<file path="config.mk">
export PLATFORM = sky130hd
export DESIGN_NAME = planar_serializer
export DESIGN_NICKNAME = d
export VERILOG_FILES = /design/src/rtl/planar_serializer_pkg.sv /design/src/rtl/plane_shifter.sv /design/src/rtl/dot_timer.sv /design/src/rtl/planar_serializer.sv
export SDC_FILE = /design/constraint.sdc
export NUM_CORES = 1
export LEC_CHECK = 0
export ABC_CLOCK_PERIOD_IN_PS = 2080
export BUFFER_PORTS_ARGS = -buffer_cell sky130_fd_sc_hd__buf_2
export CORE_MARGIN = 10
export CORE_UTILIZATION = 41
export DETAILED_ROUTE_END_ITERATION = 7
export GPL_TIMING_DRIVEN = 0
export RECOVER_POWER = 25
export SETUP_SLACK_MARGIN = 0.3
export SYNTH_ARGS = -nofsm -noshare
export SYNTH_HDL_FRONTEND = slang
export SYNTH_SLANG_ARGS = --single-unit
</file>
<file path="constraint.sdc">
create_clock -name clk -period 2.08 [get_ports clk]
set_input_delay 0.416 -clock clk [delete_from_list [all_inputs] [get_ports clk]]
set_output_delay 0.416 -clock clk [all_outputs]
set_load 0.05 [all_outputs]
</file>
<file path="src/rtl/planar_serializer_pkg.sv">
package planar_serializer_pkg;
  typedef enum logic [1:0] {
    MONO_BLACK  = 2'd0,
    MONO_VIDEO  = 2'd1,
    MONO_BLINK  = 2'd2,
    MONO_BRIGHT = 2'd3
  } mono_kind_t;

  localparam int MODE_BIT_DOT8  = 0;
  localparam int MODE_BIT_CHAIN = 2;
  localparam int MODE_BIT_HALF  = 3;
  localparam int MODE_W         = 4;
endpackage

</file>
<file path="src/rtl/plane_shifter.sv">
module plane_shifter #(
  parameter int WORD_W = 16
) (
  input  logic              clk,
  input  logic              rst,
  input  logic              load,
  input  logic              shift,
  input  logic [WORD_W-1:0] load_word,
  output logic              top_bit
);
  logic [WORD_W-1:0] sr;

  always_ff @(posedge clk) begin
    if (rst) begin
      sr <= '0;
    end else if (load) begin
      sr <= load_word;
    end else if (shift) begin
      sr <= {sr[WORD_W-2:0], 1'b0};
    end
  end

  assign top_bit = sr[WORD_W-1];
endmodule

</file>
<file path="src/rtl/dot_timer.sv">
module dot_timer #(
  parameter int BYTE_W = 8
) (
  input  logic clk,
  input  logic rst,
  input  logic dot8,
  input  logic chain,
  input  logic half,
  input  logic in_valid,
  output logic in_ready,
  output logic accept,
  output logic shift,
  output logic pad,
  output logic holding,
  output logic pix_valid
);
  localparam int CNT_W = $clog2(BYTE_W + 1);
  localparam logic [CNT_W-1:0] LAST8 = CNT_W'(BYTE_W - 1);
  localparam logic [CNT_W-1:0] LAST9 = CNT_W'(BYTE_W);

  logic             full;
  logic             phase;
  logic             char_hi;
  logic [CNT_W-1:0] dot_cnt;
  logic             tick;
  logic             last_dot;
  logic             last_tick;

  assign tick      = full && (!half || phase);
  assign last_dot  = dot8 ? (dot_cnt == LAST8) : (dot_cnt == LAST9);
  assign last_tick = tick && last_dot && (!chain || char_hi);
  assign in_ready  = !full || last_tick;
  assign accept    = in_valid && in_ready;
  assign pad       = (dot_cnt == LAST9);
  assign shift     = tick && !pad && !accept;
  assign holding   = full;
  assign pix_valid = full && !phase;

  always_ff @(posedge clk) begin
    if (rst) begin
      full    <= 1'b0;
      phase   <= 1'b0;
      char_hi <= 1'b0;
      dot_cnt <= '0;
    end else if (accept) begin
      full    <= 1'b1;
      phase   <= 1'b0;
      char_hi <= 1'b0;
      dot_cnt <= '0;
    end else if (last_tick) begin
      full    <= 1'b0;
      phase   <= 1'b0;
      char_hi <= 1'b0;
      dot_cnt <= '0;
    end else begin
      if (full && half) phase <= !phase;
      if (tick) begin
        if (last_dot) begin
          dot_cnt <= '0;
          char_hi <= 1'b1;
        end else begin
          dot_cnt <= dot_cnt + 1'b1;
        end
      end
    end
  end
endmodule

</file>
<file path="src/rtl/planar_serializer.sv">
module planar_serializer
  import planar_serializer_pkg::*;
#(
  parameter int PLANES = 4,
  parameter int BYTE_W = 8
) (
  input  logic                          clk,
  input  logic                          rst,
  input  logic [MODE_W-1:0]             clk_mode,
  input  logic                          in_valid,
  output logic                          in_ready,
  input  logic [PLANES*2*BYTE_W-1:0]    in_planes,
  output logic                          pix_valid,
  output logic [PLANES-1:0]             pix_index,
  output logic [1:0]                    pix_mono
);
  localparam int WORD_W = 2 * BYTE_W;

  logic              accept;
  logic              shift;
  logic              pad;
  logic              holding;
  logic [PLANES-1:0] tops;
  mono_kind_t        mono;

  dot_timer #(.BYTE_W(BYTE_W)) u_timer (
    .clk       (clk),
    .rst       (rst),
    .dot8      (clk_mode[MODE_BIT_DOT8]),
    .chain     (clk_mode[MODE_BIT_CHAIN]),
    .half      (clk_mode[MODE_BIT_HALF]),
    .in_valid  (in_valid),
    .in_ready  (in_ready),
    .accept    (accept),
    .shift     (shift),
    .pad       (pad),
    .holding   (holding),
    .pix_valid (pix_valid)
  );

  for (genvar p = 0; p < PLANES; p++) begin : g_plane
    logic [WORD_W-1:0] lane;
    logic [WORD_W-1:0] load_word;
    assign lane      = in_planes[p*WORD_W +: WORD_W];
    assign load_word = clk_mode[MODE_BIT_CHAIN] ? lane
                                                : {lane[BYTE_W-1:0], {BYTE_W{1'b0}}};
    plane_shifter #(.WORD_W(WORD_W)) u_shift (
      .clk       (clk),
      .rst       (rst),
      .load      (accept),
      .shift     (shift),
      .load_word (load_word),
      .top_bit   (tops[p])
    );
  end

  assign pix_index = (holding && !pad) ? tops : '0;
  assign mono      = mono_kind_t'({pix_index[2], pix_index[0]});
  assign pix_mono  = mono;
endmodule

</file>
==> flow_metrics.tcl <==
set metrics [dict create \
    outcome "complete, but fails checks" \
    violations "negative setup slack" \
    multi_input_area_um2 2670 \
    p_seq_share_pct 41.9 \
    p_total_mw 3.61 \
    syn_area_per_cell_um2 10.0 \
    crit_slowest_cell "a2111oi_4" \
    fp-row-count 37 \
    setup_violations 60 \
    ff2ff_path_depth 13 \
    antenna_found_initial 0 \
    cp_cell_sequence "inv_2 > ha_4 > nand4bb_4 > a2111oi_4 > buf_6 > nand2b_4 > buf_8" \
    final_cell_mix "buf_2, dfxtp_1, o211ai_1, o211a_1, mux2_2" \
    power_density_nw_per_um2 615 \
    fin_hold_ws_ps 327 \
    cp.required_ps 1660 \
    holdPathStages 3 \
    hold_viol_final 0 \
    ys_seq_area_share_pct 33.5 \
    net-switching-power_uw 985 \
    crit_arrival_ps 1960 \
    finalCritPeriodShare_pct 114 \
    clk_path_buf_depth 2 \
    worstSkewPairLatency_ps 360 \
    drc 0 \
    diodes 0 \
    vias_per_cell 5.68 \
    drive_gt1_share_pct 43.0 \
    register_area_um2 1430 \
    yosys_warnings 0 \
    critPathMaxFanout 4 \
    setup_slack_ps -298 \
    syn-num-nets 497 \
    syn_area_um2 4240 \
    p_int_mw 2.62 \
    final_antenna_net_count 0 \
    fill_cells 878 \
    grt_first_pass_wirelength_um 20900 \
    cts_root_buffer "clkbuf_8" \
    ys_ff_latch 71 \
    fp.dieArea_um2 14800 \
    syn_inst 424 \
    ir_drop_mv 0.395 \
    firstDrtPassIters 4 \
    final_common_cell "buf_2" \
    tightest_slew_ps 790 \
    critPathKind "register to primary output" \
    grt_use_total_pct 17.1 \
    numPortBuffers 76 \
    finalMaxSlewViolations 0 \
    dieHeight_um 122 \
    p_sw_share_pct 27.3 \
    rsz0062_at_grt "yes" \
    vias 3900 \
    gp_congestion 0.825 \
    grt_pass1_vias 4160 \
    clock-sinks 71 \
    critPathCaptureType "primary output" \
    grt_max_degree 13 \
    drt_wl_total_um 13100 \
    wl_per_cell_um 19.1 \
    hold_path_class "primary input to register" \
    p_comb_share_pct 22.3 \
    p_leak_nw 2.98 \
    drv_cap 0 \
    drtIter0Drc 215 \
    clock-skew-final_ps 10.1 \
    synthDistinctLibCells 39 \
    cts_buffers 9 \
    cts_tree "built" \
    worst_setup_path_start_kind "register" \
    start_util_pct 41.7 \
    die_x_um 122 \
    htreeDepth 3 \
    cts.clk_slew.worst_paths_ps 80 \
    fin_nets 619 \
    dp_hpwl_um 9030 \
    power_frac_clock_pct 35.8 \
    relSlewSlack_pct 47.3 \
    area_growth_pct 38.2 \
    num_io_pins 79 \
    core_area_um2 10200 \
    min_period_ps 2380 \
    timing.fmax_ghz 0.421 \
    fin_setup_tns_ps -8960 \
    max_stage_delay_ps 430 \
    grt_overflow 0 \
]
[repair_timing]
action | in CTS | in global routing
setup buffers | 21 | 8
gates cloned | 4 | 2
gates resized for setup | 85 | 31
endpoints found under the setup margin | 75 | 74
hold buffers | 0 | 0
pin swaps | 3 | 4
[area by class of cell]
cell class                      instances  area share (%)
Buffer                                 52            8.19
Clock buffer                           11            2.58
Clock inverter                          5            1.37
Inverter                                5           0.363
Multi-Input combinational cell        296            45.5
Sequential cell                        71            24.4
Tap cell                              136            2.90
Timing Repair Buffer                  111            14.6
[per-stage QoR]
stage               utilization (%)  setup WS [ps]  cell area [um2]  cells
floorplan                         -            155             4280    424
global placement               47.4           -248             4830    636
detailed placement             47.4           -258             4830    636
CTS                            55.6           -248             5660    677
global route                   57.6           -353             5870    687
finish                         57.6           -298             5870    687
[worst max-delay path, delay by kind of cell, from the launching register on]
family,cells,cell delay (ps)
AO/OA/AOI/OAI,1,430
flip-flops,1,380
buffers and inverters,3,380
AND/OR/NAND/NOR,2,250
adder cells (fa/ha/maj),1,150
[kinds of logic (layout without fill, tap and decap cells)]
kind of cell / Yosys count / count (layout) / synth area share, %
compound gates: 141 / 141 / 28.7
mux: 92 / 92 / 23.5
flops: 71 / 71 / 33.5
simple gates: 60 / 60 / 6.96
buf+inv: 57 / 184 / 6.57
fa+ha+maj: 2 / 2 / 0.590
xor+xnor: 1 / 1 / 0.206
[state kept, by name, summed over array words and instances, names as in the netlist]
signal and cells:
g_plane.u_shift.sr 64, u_timer.dot_cnt 4, u_timer.char_hi 1, u_timer.holding 1, u_timer.phase 1
[routing by layer]
metal,GRT usage [%],vias to the layer above,part of all wire (%)
met1,22.1,1906,47
met4,5.07,0,1.1
met2,28.1,93,47
li1,-,1887,-
met5,0,-,0
met3,3.56,14,4.6
[final timing paths]
kind	from	endpoint	slack (ps)
setup / recovery	u_timer.dot_cnt[0]	in_ready	-300
hold / removal	in_valid	u_timer.holding	330
setup reg to reg	u_timer.dot_cnt[0]	g_plane[2].u_shift.sr[4]	-210
hold reg to reg	u_timer.char_hi	u_timer.char_hi	510
[power groups by stage]
| stage | Combinational [mW] | Clock [mW] | Sequential (mW) |
|---|---|---|---|
| 2_1_floorplan | 0.494 | 0 | 1.52 |
| 3_3_place_gp | 0.673 | 0 | 1.54 |
| 3_5_place_dp | 0.684 | 0 | 1.54 |
| 4_1_cts | 0.773 | 1.30 | 1.51 |
| 5_1_grt | 0.870 | 1.38 | 1.53 |
| 6_report | 0.805 | 1.29 | 1.51 |
[synthesized netlist by cell type]
cell	n	share of area, %
nand3b_1	1	0.18
clkbuf_1	27	2.4
o2111ai_1	8	1.7
inv_1	3	0.27
nand4_1	1	0.15
dfxtp_1	71	33
nand4bb_1	1	0.27
a211oi_1	1	0.18
nand3_2	1	0.24
a21oi_1	7	0.83
o211ai_1	60	11
buf_6	6	1.6
nand2_1	35	3.1
nor2b_1	2	0.29
buf_2	10	1.2
ha_1	2	0.59
mux2i_1	32	7.5
a2111oi_2	1	0.35
nand2b_1	2	0.29
nand3_1	2	0.24
or4b_2	1	0.24
o21ba_2	1	0.24
nor4_1	1	0.15
nor2_1	4	0.35
o211a_1	60	14
inv_2	1	0.088
o21ai_4	1	0.38
a41oi_1	1	0.21
o21ai_0	1	0.12
and3_1	5	0.74
buf_1	7	0.62
or3b_2	1	0.21
nand4b_1	1	0.21
xor2_1	1	0.21
buf_4	2	0.35
or4_1	1	0.18
and2_1	1	0.15
clkinv_1	1	0.088
mux2_2	60	16
(Power assumes the default switching activity.)
